$ cat config.mk
export PLATFORM = sky130hd
export DESIGN_NAME = spi_fault_master
export DESIGN_NICKNAME = d
export VERILOG_FILES = /design/src/rtl/spi_fm_pkg.sv /design/src/rtl/spi_fm_sync.sv /design/src/rtl/spi_fm_engine.sv /design/src/rtl/spi_fm_flags.sv /design/src/rtl/spi_fault_master.sv
export SDC_FILE = /design/constraint.sdc
export NUM_CORES = 1
export LEC_CHECK = 0
export CAP_MARGIN = 15
export CORE_ASPECT_RATIO = 0.7
export CORE_MARGIN = 2
export CORE_UTILIZATION = 45
export CTS_BUF_LIST = sky130_fd_sc_hd__clkbuf_2 sky130_fd_sc_hd__clkbuf_4 sky130_fd_sc_hd__clkbuf_8
export DETAILED_ROUTE_END_ITERATION = 8
export PLACE_DENSITY = 0.68
export SYNTH_ARGS = -nofsm -noshare
export SYNTH_HDL_FRONTEND = slang
export SYNTH_SLANG_ARGS = --single-unit
$ cat constraint.sdc
create_clock -name clk -period 1.9 [get_ports clk]
set_input_delay 0.285 -clock clk [delete_from_list [all_inputs] [get_ports clk]]
set_output_delay 0.285 -clock clk [all_outputs]
set_load 0.05 [all_outputs]
$ cat src/rtl/spi_fm_pkg.sv
package spi_fm_pkg;
  localparam int BYTE_W = 8;
  localparam int FLAG_N = 4;

  localparam logic [1:0] SEL_CTRL = 2'd0;
  localparam logic [1:0] SEL_DATA = 2'd1;
  localparam logic [1:0] SEL_STAT = 2'd2;
  localparam logic [1:0] SEL_IEN  = 2'd3;

  localparam int C_MEN = 0;
  localparam int C_POL = 1;
  localparam int C_PHA = 2;
  localparam int C_SSD = 3;
  localparam int C_DIV = 4;

  typedef struct packed {
    logic done;
    logic wcol;
    logic modf;
    logic ovr;
  } flags_t;
endpackage

$ cat src/rtl/spi_fm_sync.sv
module spi_fm_sync #(
  parameter int   STAGES  = 2,
  parameter logic RST_VAL = 1'b1
) (
  input  logic clk,
  input  logic rst_n,
  input  logic d,
  output logic q
);
  logic [STAGES-1:0] ff_q;

  always_ff @(posedge clk or negedge rst_n) begin
    if (!rst_n) ff_q <= {STAGES{RST_VAL}};
    else        ff_q <= {ff_q[STAGES-2:0], d};
  end

  assign q = ff_q[STAGES-1];
endmodule

$ cat src/rtl/spi_fm_engine.sv
module spi_fm_engine #(
  parameter int BYTE_W = 8,
  parameter int DIV_W  = 4
) (
  input  logic              clk,
  input  logic              rst_n,
  input  logic              start,
  input  logic              abort,
  input  logic              cpol,
  input  logic              cpha,
  input  logic [DIV_W-1:0]  div,
  input  logic [BYTE_W-1:0] tx_byte,
  input  logic              miso,
  output logic              busy,
  output logic              sck,
  output logic              mosi,
  output logic              done,
  output logic [BYTE_W-1:0] rx_byte
);
  localparam int EDGES = 2 * BYTE_W;
  localparam int EW    = $clog2(EDGES);

  logic              busy_q, busy_d;
  logic              sck_q, sck_d;
  logic              pha_q, pha_d;
  logic              done_q, done_d;
  logic [DIV_W-1:0]  cnt_q, cnt_d, div_q, div_d;
  logic [EW-1:0]     edge_q, edge_d;
  logic [BYTE_W-1:0] tx_q, tx_d, rx_q, rx_d;
  logic              tick, last, samp;

  assign tick = busy_q && (cnt_q == div_q);
  assign last = (edge_q == EW'(EDGES - 1));
  assign samp = (edge_q[0] == pha_q);

  always_comb begin
    busy_d = busy_q;
    sck_d  = sck_q;
    pha_d  = pha_q;
    cnt_d  = cnt_q;
    div_d  = div_q;
    edge_d = edge_q;
    tx_d   = tx_q;
    rx_d   = rx_q;
    done_d = 1'b0;
    if (abort) begin
      busy_d = 1'b0;
    end else if (start && !busy_q) begin
      busy_d = 1'b1;
      cnt_d  = '0;
      edge_d = '0;
      tx_d   = tx_byte;
      pha_d  = cpha;
      div_d  = div;
      sck_d  = cpol;
    end else if (busy_q) begin
      if (tick) begin
        cnt_d  = '0;
        sck_d  = ~sck_q;
        edge_d = edge_q + EW'(1);
        if (samp)
          rx_d = {rx_q[BYTE_W-2:0], miso};
        else if (!(pha_q && edge_q == '0))
          tx_d = {tx_q[BYTE_W-2:0], 1'b0};
        if (last) begin
          busy_d = 1'b0;
          done_d = 1'b1;
        end
      end else begin
        cnt_d = cnt_q + DIV_W'(1);
      end
    end
  end

  always_ff @(posedge clk or negedge rst_n) begin
    if (!rst_n) begin
      busy_q <= 1'b0;
      sck_q  <= 1'b0;
      pha_q  <= 1'b0;
      done_q <= 1'b0;
      cnt_q  <= '0;
      div_q  <= '0;
      edge_q <= '0;
      tx_q   <= '0;
      rx_q   <= '0;
    end else begin
      busy_q <= busy_d;
      sck_q  <= sck_d;
      pha_q  <= pha_d;
      done_q <= done_d;
      cnt_q  <= cnt_d;
      div_q  <= div_d;
      edge_q <= edge_d;
      tx_q   <= tx_d;
      rx_q   <= rx_d;
    end
  end

  assign busy    = busy_q;
  assign sck     = busy_q ? sck_q : cpol;
  assign mosi    = busy_q & tx_q[BYTE_W-1];
  assign done    = done_q;
  assign rx_byte = rx_q;
endmodule

$ cat src/rtl/spi_fm_flags.sv
module spi_fm_flags
  import spi_fm_pkg::*;
#(
  parameter int N = FLAG_N
) (
  input  logic         clk,
  input  logic         rst_n,
  input  logic [N-1:0] set_vec,
  input  logic         clr_wr,
  input  logic         en_wr,
  input  logic [N-1:0] wbits,
  output logic [N-1:0] status,
  output logic [N-1:0] enables,
  output logic         irq
);
  logic [N-1:0] st_q, st_d, en_q, en_d;

  always_comb begin
    st_d = st_q;
    if (clr_wr) st_d = st_q & ~wbits;
    st_d = st_d | set_vec;
    en_d = en_wr ? wbits : en_q;
  end

  always_ff @(posedge clk or negedge rst_n) begin
    if (!rst_n) begin
      st_q <= '0;
      en_q <= '0;
    end else begin
      st_q <= st_d;
      en_q <= en_d;
    end
  end

  assign status  = st_q;
  assign enables = en_q;
  assign irq     = |(st_q & en_q);
endmodule

$ cat src/rtl/spi_fault_master.sv
module spi_fault_master
  import spi_fm_pkg::*;
#(
  parameter int DIV_W    = BYTE_W - C_DIV,
  parameter int SYNC_LEN = 2
) (
  input  logic              clk,
  input  logic              rst_n,
  input  logic [1:0]        reg_sel,
  input  logic              reg_wr,
  input  logic              reg_rd,
  input  logic [BYTE_W-1:0] reg_wdata,
  output logic [BYTE_W-1:0] reg_rdata,
  output logic              sck,
  output logic              mosi,
  input  logic              miso,
  input  logic              ss_n,
  output logic              irq
);
  localparam int PAD = BYTE_W - FLAG_N;

  logic [BYTE_W-1:0] ctrl_q, ctrl_d;
  logic [BYTE_W-1:0] rxbuf_q, rxbuf_d;
  logic              rx_full_q, rx_full_d;
  logic              ss_sync;
  logic              modf_evt, data_wr, data_rd, start, wcol_set, ovr_set;
  logic              eng_busy, eng_done;
  logic [BYTE_W-1:0] eng_rx;
  logic [FLAG_N-1:0] st_flags, ien_q;
  flags_t            set_f;

  spi_fm_sync #(.STAGES(SYNC_LEN), .RST_VAL(1'b1)) u_sync (
    .clk(clk), .rst_n(rst_n), .d(ss_n), .q(ss_sync)
  );

  assign modf_evt = ctrl_q[C_MEN] & ctrl_q[C_SSD] & ~ss_sync;
  assign data_wr  = reg_wr && (reg_sel == SEL_DATA);
  assign data_rd  = reg_rd && (reg_sel == SEL_DATA);
  assign start    = data_wr & ~eng_busy & ctrl_q[C_MEN] & ~modf_evt;
  assign wcol_set = data_wr & eng_busy;
  assign ovr_set  = eng_done & rx_full_q & ~data_rd;

  spi_fm_engine #(.BYTE_W(BYTE_W), .DIV_W(DIV_W)) u_eng (
    .clk(clk), .rst_n(rst_n), .start(start), .abort(modf_evt),
    .cpol(ctrl_q[C_POL]), .cpha(ctrl_q[C_PHA]),
    .div(ctrl_q[C_DIV +: DIV_W]), .tx_byte(reg_wdata), .miso(miso),
    .busy(eng_busy), .sck(sck), .mosi(mosi), .done(eng_done), .rx_byte(eng_rx)
  );

  always_comb begin
    set_f.done = eng_done;
    set_f.wcol = wcol_set;
    set_f.modf = modf_evt;
    set_f.ovr  = ovr_set;
  end

  spi_fm_flags #(.N(FLAG_N)) u_flags (
    .clk(clk), .rst_n(rst_n), .set_vec(set_f),
    .clr_wr(reg_wr && (reg_sel == SEL_STAT)),
    .en_wr(reg_wr && (reg_sel == SEL_IEN)),
    .wbits(reg_wdata[BYTE_W-1:PAD]),
    .status(st_flags), .enables(ien_q), .irq(irq)
  );

  always_comb begin
    ctrl_d    = ctrl_q;
    rxbuf_d   = rxbuf_q;
    rx_full_d = rx_full_q;
    if (reg_wr && (reg_sel == SEL_CTRL)) ctrl_d = reg_wdata;
    if (modf_evt) ctrl_d[C_MEN] = 1'b0;
    if (eng_done) begin
      rxbuf_d   = eng_rx;
      rx_full_d = 1'b1;
    end else if (data_rd) begin
      rx_full_d = 1'b0;
    end
  end

  always_ff @(posedge clk or negedge rst_n) begin
    if (!rst_n) begin
      ctrl_q    <= '0;
      rxbuf_q   <= '0;
      rx_full_q <= 1'b0;
    end else begin
      ctrl_q    <= ctrl_d;
      rxbuf_q   <= rxbuf_d;
      rx_full_q <= rx_full_d;
    end
  end

  always_comb begin
    case (reg_sel)
      SEL_CTRL: reg_rdata = ctrl_q;
      SEL_DATA: reg_rdata = rxbuf_q;
      SEL_STAT: reg_rdata = {st_flags, {PAD{1'b0}}};
      default:  reg_rdata = {ien_q, {PAD{1'b0}}};
    endcase
  end
endmodule

[After elaboration in Yosys (flattened, before gate mapping)]
Index checks and enable logic that the tools add are counted.
Cells by class
  add/sub/neg operators: 2
  eq/ne operators: 8
  muxes and demuxes: 31
  bitwise operators: 19
  reduce and logical (&&, ||, !) cells: 21
Operators by type and width (number)
  8-bit two-way mux: 5
  4-bit two-way mux: 7
  8-bit case mux with 3 select lines: 1
  1-bit two-way mux: 18
  5-bit AND reduction: 2
  1-bit AND: 9
  4-bit by 1-bit adder with 4-bit output, second input constant: 2
  4-bit AND: 2
  1-bit logical AND: 8
  2-bit nonzero test: 4
  1-bit NOT: 6
  2-bit == test, second input constant: 2
  4-bit == test: 1
  4-bit == test, second input constant: 1
  4-bit zero test: 1
  4-bit NOT: 1
  4-bit bitwise OR: 1
  2-bit AND reduction: 2
  4-bit OR reduction: 1
  3-bit AND reduction: 1
  2-bit by 1-bit == test with 1-bit output, second input constant: 1
  2-bit zero test: 1
  2-bit by 1-bit inequality test with 1-bit output, second input constant: 1
  2-bit inequality test, second input constant: 1
  other kinds (2): 2
Word-level totals
  register bits: 59
  input bits: 16
  output and inout port bits: 11
  logic and storage cells: 97

[Longest topological paths before layout]
Gate-level depths: netlist (run 1).
  depth after elaboration: 8
  gate-level depth with buffers: 8
  depth with buffers taken out: 6

[By module]
From an unflattened synthesis (run 1), not the netlist that was laid out.
Unflattened totals
  cells, all modules: 240
  area, all modules: 2787.7 sq um
By module, submodules not included
  spi_fm_engine: times used 1, cells each 152, area an instance 1552.7 sq um, seq. area each 800.8 sq um
  spi_fault_master: times used 1, cells each 63, area an instance 873.3 sq um, seq. area each 425.4 sq um
  spi_fm_flags: times used 1, cells each 23, area an instance 309.0 sq um, seq. area each 200.2 sq um
  spi_fm_sync: times used 1, cells each 2, area an instance 52.6 sq um, seq. area each 52.6 sq um

[Worst setup path before layout (run 1)]
OpenSTA, ideal clock, no wires.
  path kind: flip-flop to flip-flop
  start: reg u_sync.ff_q[1]
  end: reg u_eng.tx_q[1]
  setup time: 125 ps
  arrival: 1623 ps
  required time: 1775 ps
  slack: 152 ps
  stages on the path, launching flop included: 7
  buffers on the path: 2
  clock period less this slack: 1748 ps
  cells stage by stage: dfstp_2 -> and3b_1 -> buf_6 -> or4b_1 -> buf_2 -> o21ai_1 -> a21oi_1
On the way
  longest elaborated chain between the ends: 7
  elaborated cells between the ends (all ways): 11
  classes of those cells: 2 x eq/ne; 1 x mux; 4 x bitwise; 4 x reduce/logical
RTL lines
  start, declared: line spi_fm_sync.sv:10  | logic [STAGES-1:0] ff_q;
  start signal, assigned: line spi_fm_sync.sv:13  | if (!rst_n) ff_q <= {STAGES{RST_VAL}};
  start signal, assigned: line spi_fm_sync.sv:14  | else ff_q <= {ff_q[STAGES-2:0], d};
  1-bit NOT *: line spi_fault_master.sv:36  | assign modf_evt = ctrl_q[C_MEN] & ctrl_q[C_SSD] & ~ss_sync;
  1-bit AND *: line spi_fault_master.sv:36
  1-bit NOT (no line) *
  1-bit AND: line spi_fault_master.sv:39  | assign start = data_wr & ~eng_busy & ctrl_q[C_MEN] & ~modf_evt;
  1-bit logical AND: line spi_fm_engine.sv:48  | end else if (start && !busy_q) begin
  2-bit inequality test (no line) (tied with other cells)
  5-bit AND reduction (no line)
  end signal, assigned: line spi_fm_engine.sv:94  | tx_q <= tx_d;
  end, declared: line spi_fm_engine.sv:29  | logic [BYTE_W-1:0] tx_q, tx_d, rx_q, rx_d;
Every way passes the cells marked *; elsewhere a longest branch is shown, timed or not.
A chain may end at the register's enable or synchronous reset.

[Worst setup path after layout (run 1)]
  start: reg u_eng.busy_q, in the netlist u_eng.busy
  end: out sck
On the way
  longest elaborated chain between the ends: 1
RTL lines
  start, declared: line spi_fm_engine.sv:23  | logic busy_q, busy_d;
  start signal, assigned: line spi_fm_engine.sv:87  | busy_q <= busy_d;
  1-bit two-way mux: line spi_fm_engine.sv:100  | assign sck = busy_q ? sck_q : cpol;
  end, declared: line spi_fault_master.sv:14  | output logic sck,
Every way passes these cells.

==> results, run 1 <==
- The floorplan step set the die height to between 70 and 80 microns.
- The cell depth of the worst flop-to-flop path is 5.
- The actual slew at the worst max-slew pin is between 0.4 and 0.5 ns.
- Counting every sink on the clock net gives 59.
- For the finished layout, the period the worst path requires is about 1.8 ns.
- sky130_fd_sc_hd__dfrtp_1 takes more of the synthesized area than any other cell.
- Counting instances, the worst hold path has a depth of 1.
- The total placed instance area is between 0.003 and 0.004 sq mm.
- Multiplexer cells account for 17.85% of the synthesized area.
- The synthesis warning total is 0.
- Using the TritonRoute via totals, the vias-per-cell ratio works out to 5.427.
- The flow ran to the end, and the final reports show no timing, DRC or antenna violations.
- The cell row count is 24.
- The final cell count without fillers is 379.
- The worst min-delay path startpoint is ss_n.
- Combinational logic is responsible for 39.7% of the overall power.
- Setup violations remaining at the end of the flow were counted as 0.
- Between clock sinks in the finished design, the worst skew comes to between 0.005 and 0.006 ns.
- The capture endpoint of the worst hold path is u_sync.ff_q[0]$_DFF_PN1_.
- Wires add up to between 6000 and 7000 microns.
- At the later pin of the worst-skew pair, clock insertion delay measures 0.33 ns.
- The sequential share of power is 37.1%.
- The commonest cells after synthesis are 57 x sky130_fd_sc_hd__dfrtp_1, 33 x sky130_fd_sc_hd__nand2_1, 30 x sky130_fd_sc_hd__mux2_2, 19 x sky130_fd_sc_hd__nor2_1.
- The average instance in the mapped netlist occupies 11.47 sq um.
- The first global-routing pass estimated 10920 microns of wire.
- The post-synthesis cell area is approximately 0.0028 sq mm.
- The fraction of the mapped netlist area in compound gates is between 9 and 10%.
- The root cell of the clock tree is sky130_fd_sc_hd__clkbuf_8.
- The leakage power figure is 1.621 nW.
- The overall die area is around 0.007 sq mm.
- The number of nets in the layout is 315.
- The ratio of total power to cell area is 1413 mW/mm^2.
- The synthesized-area fraction occupied by and/or/nand/nor cells is between 10% and 20%.
- The critical setup path kind is reg2out.
- In this run the worst setup path begins at u_eng.busy$_DFF_PN0_.
- The via count of the first global-routing pass came to 2110.
- The number of nets in the synthesized netlist is 267.
- Among all flip-flop cells after synthesis, the most frequent one is sky130_fd_sc_hd__dfrtp_1.
- The total of fill cells in the finished design is 527.
- Summing all non-filler instances in the final layout gives an area of 0.003602 sq mm.
- CTS built an H-tree with a depth of 3.
- The detailed-route DRC error count is 0.
- The tool flagged a number of max-cap violations equal to 0.
- The fraction of synthesized cell area taken by the top area cell type is 50.13%.
- The internal power component is 3.232 mW.
- Counting flops with a built-in enable in the synthesized netlist gives 0.
- Yosys mapped the design onto 45 distinct sky130hd cell types.
- The type of destination of the critical path is an output port.
- In this run the critical register-to-register path is launched from u_eng.cnt_q[2]$_DFFE_PN0P_.
- The share of the yosys chip area belonging to registers is 51.98%.
- The hold violation count in the final report is 0.
- The portion of total power attributed to the clock network is 23.2%.
- STA puts the critical path data required time at 1.62 ns.
- The worst hold slack is 0.3519 ns.
- The width of the chip is 99.04 microns.
- The cell total after placement is 361.
- In this run the critical register-to-register path is captured at u_eng.rx_byte[6]$_DFFE_PN0P_.
- Sorting the synthesized cells by area gives the leading types as sky130_fd_sc_hd__dfrtp_1 50%, sky130_fd_sc_hd__mux2_2 12%, sky130_fd_sc_hd__nand2_1 4.4%, sky130_fd_sc_hd__mux4_2 3.2%, sky130_fd_sc_hd__mux2i_1 2.8%.
- Setup repair after global routing left no endpoint under its margin.
- The initial antenna violation count is 0.
- The most frequent cell after synthesis is sky130_fd_sc_hd__dfrtp_1.
- The setup check on the worst reg-to-reg path leaves a slack of 0.17 ns.
- The area growth from synthesis to layout is 26.60%.
- Summing internal, switching and leakage power gives approximately 5 mW.
- Once the floorplan was initialized, standard cells occupied a little under half of the core.
- The weighted congestion reported at the end of routability-driven placement is between 0.7 and 0.8.
- The all-layer global routing usage is 20.71%.
- The number of antenna diodes in the final layout is 0.
- For this run the aggregate overflow at the end of global routing stands at 0.
- Across the VDD grid, the largest voltage drop is 0.0005284 V.
- The placed wire-length estimate is between 4000 and 5000 microns.
- The first routing iteration left 72 violations.
- Of the total synthesized cell area, the portion taken by XOR and XNOR cells is 1.803%.
- The flip-flop and latch count after synthesis is slightly below 60.
- The fmax is approximately 0.55 GHz.
- No sink is reached through more buffers than the 2 on the longest clock path.
- The sort of element at the start of the critical path is a flop.
- At the end of the flow the core is filled with cells to 58.52%.
- The CTS tree is built.
- The net switching power is about 1.9 mW.
- Of all flip-flops after synthesis, the portion carrying an async set or reset was 100.0%.
- The switching share of power is between 30% and 40%.
- The worst-case headroom to the max-slew limit is around two thirds.
- In this run the standard cell core region covers 0.006156 sq mm.
- The data arrival time at the worst-slack endpoint is roughly 1.5 ns.
- The total clock buffers created by CTS is 9.
- The routed layout has between 2000 and 2500 vias.
- In this run the count of I/O pins placed on the die edge is 27.
- The count of port buffers added during placement is 26.
- The share of the clock period used by the worst path after layout is 95.03%.
- The adder and majority gate portion of the synthesized area is 1.319%.
- The pre-antenna-repair detailed-routing pass consisted of 4 iterations.
- The number of cells produced by synthesis is 248.
- The dominant combinational cell family by area after synthesis is multiplexers.
- The clock-pin slew of the registers on the worst-case setup and hold paths is approximately 0.060 ns.
- The class of the worst hold path is in2reg.
- The number of max-slew violations in the final report is 0.
- The maximum number of pins on one net before global-route repair is 60.
- After detailed routing, the average wire length per cell comes to 17.09 microns.
- The detail route stage leaves a number of antenna-violating nets equal to 0.
- The share of post-route cells with drive strength above 1 is approximately a third.
- The maximum fanout along the worst path is 6.
## final cells by class
cell class              instances  area (sq um)  share of cell area (%)
repair buffers                 51         519.2                   14.41
multi-input cells             171          1282                   35.60
clock buffers                  14         173.9                   4.828
inverters                       4         15.01                  0.4168
flip-flops and latches         59          1479                   41.06
clock inverters                 2         35.03                  0.9726
well taps                      78         97.59                   2.709
## power groups by stage
stage                     Clock, mW  Combinational, mW  Sequential [mW]
after floorplan                   0               1.37             1.81
after detailed placement          0               2.01             1.90
after global routing           1.27               2.23             1.94
final                          1.18               2.02             1.89
after global placement            0               1.98             1.89
after CTS                      1.21               2.02             1.89
## what timing repair did
| item | 4_1_cts | 5_1_grt |
|---|---|---|
| endpoints found under the hold margin | 57 | 0 |
| gates resized for setup | 4 | 3 |
| hold buffers | 1 | 0 |
| endpoints found under the setup margin | 8 | 6 |
| setup buffers | 1 | 0 |
## sequential cells by signal (all words and copies together), names as in the netlist
| signal | flops |
|---|---|
| ctrl_q | 8 |
| u_eng.edge_q | 4 |
| u_sync.ff_q | 2 |
| rx_full_q | 1 |
| u_flags.enables | 4 |
| u_eng.tx_q | 8 |
| rxbuf_q | 8 |
| u_eng.pha_q | 1 |
| u_flags.status | 4 |
| u_eng.done | 1 |
| u_eng.sck_q | 1 |
| u_eng.div_q | 4 |
| u_eng.busy | 1 |
| u_eng.rx_byte | 8 |
| u_eng.cnt_q | 4 |
## cell families after synthesis
group | count (synthesis)
muxes | 42
AOI/OAI and AO/OA | 42
buffers and inverters | 18
xor gates and xnor gates | 5
and+or+nand+nor | 79
DFF | 59
adders and majority gates | 3
## per-stage QoR
stage	setup TNS [ns]	setup slack, ns
final	0	0.09452
after global routing	0	0.03059
after CTS	0	0.03348
after detailed placement	-0.9432	-0.08021
after global placement	-0.4726	-0.07462
after floorplan	0	0.1522
## routing by layer
layer  track usage (%)  share of wire, %
met5                 0                 0
met4             7.763               1.2
met3             5.906               5.9
met2             29.50                43
met1             30.20                50
## worst max path at each step
stage                                end  slack, ns
2_1_floorplan  u_eng.tx_q[1]$_DFFE_PN0P_       0.15
3_3_place_gp                reg_rdata[4]      -0.07
3_5_place_dp                reg_rdata[5]      -0.08
4_1_cts                     reg_rdata[4]       0.03
5_1_grt                              sck       0.03
6_report                             sck       0.09
## placed cells by master, fill, tap and decap left out, types with 8 or more instances in the layout
| cell type | instances |
|---|---|
| sky130_fd_sc_hd__dfrtp_1 | 57 |
| sky130_fd_sc_hd__nand2_1 | 33 |
| sky130_fd_sc_hd__mux2_2 | 30 |
| sky130_fd_sc_hd__buf_4 | 24 |
| sky130_fd_sc_hd__nor2_1 | 19 |
| sky130_fd_sc_hd__clkdlybuf4s50_1 | 12 |
| sky130_fd_sc_hd__clkbuf_8 | 11 |
| sky130_fd_sc_hd__o21ai_1 | 9 |
| sky130_fd_sc_hd__a21oi_1 | 9 |
| sky130_fd_sc_hd__mux2i_1 | 8 |
## critical path: stages (launching register included)
cell                      delay (ns)
sky130_fd_sc_hd__dfrtp_1        0.45
sky130_fd_sc_hd__buf_4          0.20
sky130_fd_sc_hd__mux2_2         0.34
sky130_fd_sc_hd__buf_4          0.19
No activity file was read; power rests on OpenSTA's default activity.
==> inputs of run 2 (changes only) <==
Settings changed: CTS_CLUSTER_SIZE from default to 10, GPL_TIMING_DRIVEN from default to 0.
==> results, run 2 (same netlist as run 1, synthesis figures left out) <==
- The overall die height is 70.53 microns.
- In the routed design, unresolved DRC markers number 0.
- For this configuration, the core starts out at a cell density of 46.22%.
- The initial antenna violation count came to 0.
- The filler cells instantiated in the layout total about 530.
- The busiest layer in global routing is met1.
- The worst setup path is captured at a flop.
- Setup total negative slack on the finished layout was measured at 0 ns.
- By startpoint and endpoint, the worst setup path is classified as reg2reg.
- The largest individual stage delay along the critical path comes from the cell sky130_fd_sc_hd__dfstp_2.
- The leading cell type in the layout, fill and taps excluded is sky130_fd_sc_hd__dfrtp_1.
- The count of TritonRoute iterations in the first routing pass is 4.
- The data arrival time at the worst-slack endpoint is roughly 2.1 ns.
- After floorplanning, the core was divided into 24 placement rows.
- The clock-pin slew of the registers on the worst-case setup and hold paths is 0.06 ns.
- The sort of element at the start of the critical path is a flop.
- The post-route netlist has 31.31% of its cells at a drive strength greater than 1.
- The root cell of the clock tree is sky130_fd_sc_hd__clkbuf_8.
- The number of nets in the layout is 311.
- The die covers 0.006985 sq mm.
- In this run the remaining antenna-violating nets after routing total 0.
- The clock passes through at most 2 buffers.
- Clock latency on the worst-skew pair, taken at its later pin, is approximately 0.34 ns.
- The top cell types in the final layout, fill and taps aside, are 56 x sky130_fd_sc_hd__dfrtp_1, 33 x sky130_fd_sc_hd__nand2_1, 30 x sky130_fd_sc_hd__mux2_2, 19 x sky130_fd_sc_hd__nor2_1.
- The total clock buffers created by CTS is 9.
- The wire length per cell is 17.71 microns.
- The synthesis-to-layout area growth is 24.05%.
- The number of max-slew violations in the final report was 0.
- The core outline area is 0.006156 sq mm.
- For this design the ratio of total power to cell area is approximately 1400 mW/mm^2.
- The number of buffers and inverters on the critical path is 2.
- The via count of the first global-routing pass is 2135.
- The class of the worst hold path is in2reg.
- The worst-case IR drop observed on VDD is 0.0006411 V.
- The leakage power figure is 1.572 nW.
- The total number of vias is 2135.
- The hold violation count in the final report is 0.
- Global routing consumed, on the met3 layer, 8.008% of the routing resources.
- Entering global routing, the biggest net connects 38 pins.
- The run finished with clean final reports.
- The most common cell type on the critical path is sky130_fd_sc_hd__buf_6.
- The endpoint required time on the critical path is 2.12 ns.
- Across the whole layout, storage elements account for roughly 0.0015 sq mm.
- For the final database, setup skew stands at 0.007531 ns.
- Pin placement for this block handled 27 I/O pins.
- The global-route wire length before repair is 10920 microns.
- The worst-case headroom to the max-slew limit is 51.43%.
- Subtracting the final worst setup slack from the clock period gives roughly 1.9 ns.
- The number of maximum-capacitance violations is 0.
- The antenna diode instance count is 0.
- The final core utilization is 57.34%.
- On the critical path the largest part of the delay comes from simple AND/OR/NAND/NOR gates.
- The delay of the slowest cell on the worst path is 0.54 ns.
- The actual slew at the worst max-slew pin is 0.7254 ns.
- The fmax is ~0.54 GHz.
- In the global route stage, overall resource usage came out at 20.42%.
- The combined area of the multi-input logic cells is 0.001329 sq mm.
- After global routing the overflow that remains totals 0.
- The placed wire-length estimate is 4517 microns.
- The weighted congestion reported at the end of routability-driven placement is between 0.8 and 0.9.
- The register-to-register path setup slack is approximately 0.046 ns.
- The count of port buffers added during placement is 25.
- In this run the worst path has a maximum fanout of 10.
- The number of violations reported at the end of detailed-routing iteration 0 is 177.
- Setup repair after global routing could not meet its margin everywhere.
- The met1 global-route usage is 30.62%.
- Measured along the x axis, the die boundary spans 99.04 microns.
- The share of the clock period used by the worst path after layout is 97.57%.
- The wire length reported by the detailed router is 6643 microns.
- The CTS tree is built.
- CTS saw just under 60 sinks.
- In this run the number of H-tree levels came out at 3.
- The critical path goes through and3b_1 > buf_6 > or4b_4 > buf_6 > o21ai_1 > a21oi_1.
- The met2 usage is 27.70%.
- The average vias per placed instance is between 5 and 6.
- The number of setup violations in the final report is 0.
==> run 2: cell types whose count changed in the layout (fill, tap and decap cells not counted), moves of 4 or more <==
cell / change
sky130_fd_sc_hd__clkbuf_1: +4
sky130_fd_sc_hd__buf_12: -5
sky130_fd_sc_hd__buf_4: -19
sky130_fd_sc_hd__buf_2: +7
==> run 2: through the flow <==
| stage | instances | total power [mW] | hold WS [ns] | setup WS, ns | area [sq um] |
|---|---|---|---|---|---|
| after detailed placement | 352 | 3.709 | 0.3076 | -0.8340 | 3208 |
| final | 375 | 5.104 | 0.3522 | 0.04611 | 3530 |
| after global placement | 351 | 3.657 | 0.3532 | -1.413 | 3193 |
| after CTS | 370 | 4.894 | 0.3313 | 0.002143 | 3442 |
| after floorplan | 248 | 3.188 | -0.01059 | 0.1522 | 2845 |
| after global routing | 375 | 5.415 | 0.3428 | -0.02857 | 3530 |
==> run 2: repair_timing <==
item | in CTS | in global routing
gates resized for setup | 27 | 25
hold endpoints to repair | 22 | 0
hold buffers | 1 | 0
pin swaps | 2 | 1
gates cloned | 0 | 0
buffers inserted | 1 | 5
setup endpoints to repair | 23 | 31
==> run 2: power breakdown <==
group / switching, mW / internal (mW) / leakage [nW]
Combinational: 1.17 / 0.847 / 0.724
Sequential: 0.310 / 1.60 / 0.740
Clock: 0.472 / 0.699 / 0.108
==> run 2: layout make-up <==
cell class                      instances  share of cell area (%)
Tap cell                               78                   2.765
Buffer                                 14                   2.694
Inverter                                4                  0.4254
Multi-Input combinational cell        171                   37.65
Clock buffer                           14                   4.750
Clock inverter                          2                  0.9926
Sequential cell                        59                   41.94
Timing Repair Buffer                   33                   8.791
==> run 2: worst paths after layout <==
check / startpoint / end / depth (start not counted)
max: u_sync.ff_q[1]$_DFF_PN1_ / u_eng.tx_q[6]$_DFFE_PN0P_ / 6
min: ss_n / u_sync.ff_q[0]$_DFF_PN1_ / 1
max reg2reg: u_sync.ff_q[1]$_DFF_PN1_ / u_eng.tx_q[6]$_DFFE_PN0P_ / 6
min reg2reg: u_sync.ff_q[0]$_DFF_PN1_ / u_sync.ff_q[1]$_DFF_PN1_ / 0
max in group asynchronous: rst_n / u_sync.ff_q[1]$_DFF_PN1_ / 3
min in group asynchronous: rst_n / u_eng.div_q[3]$_DFFE_PN0P_ / 2
==> run 2: layer usage <==
layer / vias to the layer above / share of wire (%)
met2: 81 / 43
met5: - / 0
met4: 0 / 0.30
met3: 5 / 7.7
met1: 1065 / 49
li1: 984 / -
==> run 2: worst reg2reg max path, cell delays in order (launching register included) <==
cell and delay, ns:
sky130_fd_sc_hd__dfstp_2 0.54, sky130_fd_sc_hd__and3b_1 0.18, sky130_fd_sc_hd__buf_6 0.15, sky130_fd_sc_hd__or4b_4 0.52, sky130_fd_sc_hd__buf_6 0.16, sky130_fd_sc_hd__o21ai_1 0.12, sky130_fd_sc_hd__a21oi_1 0.08
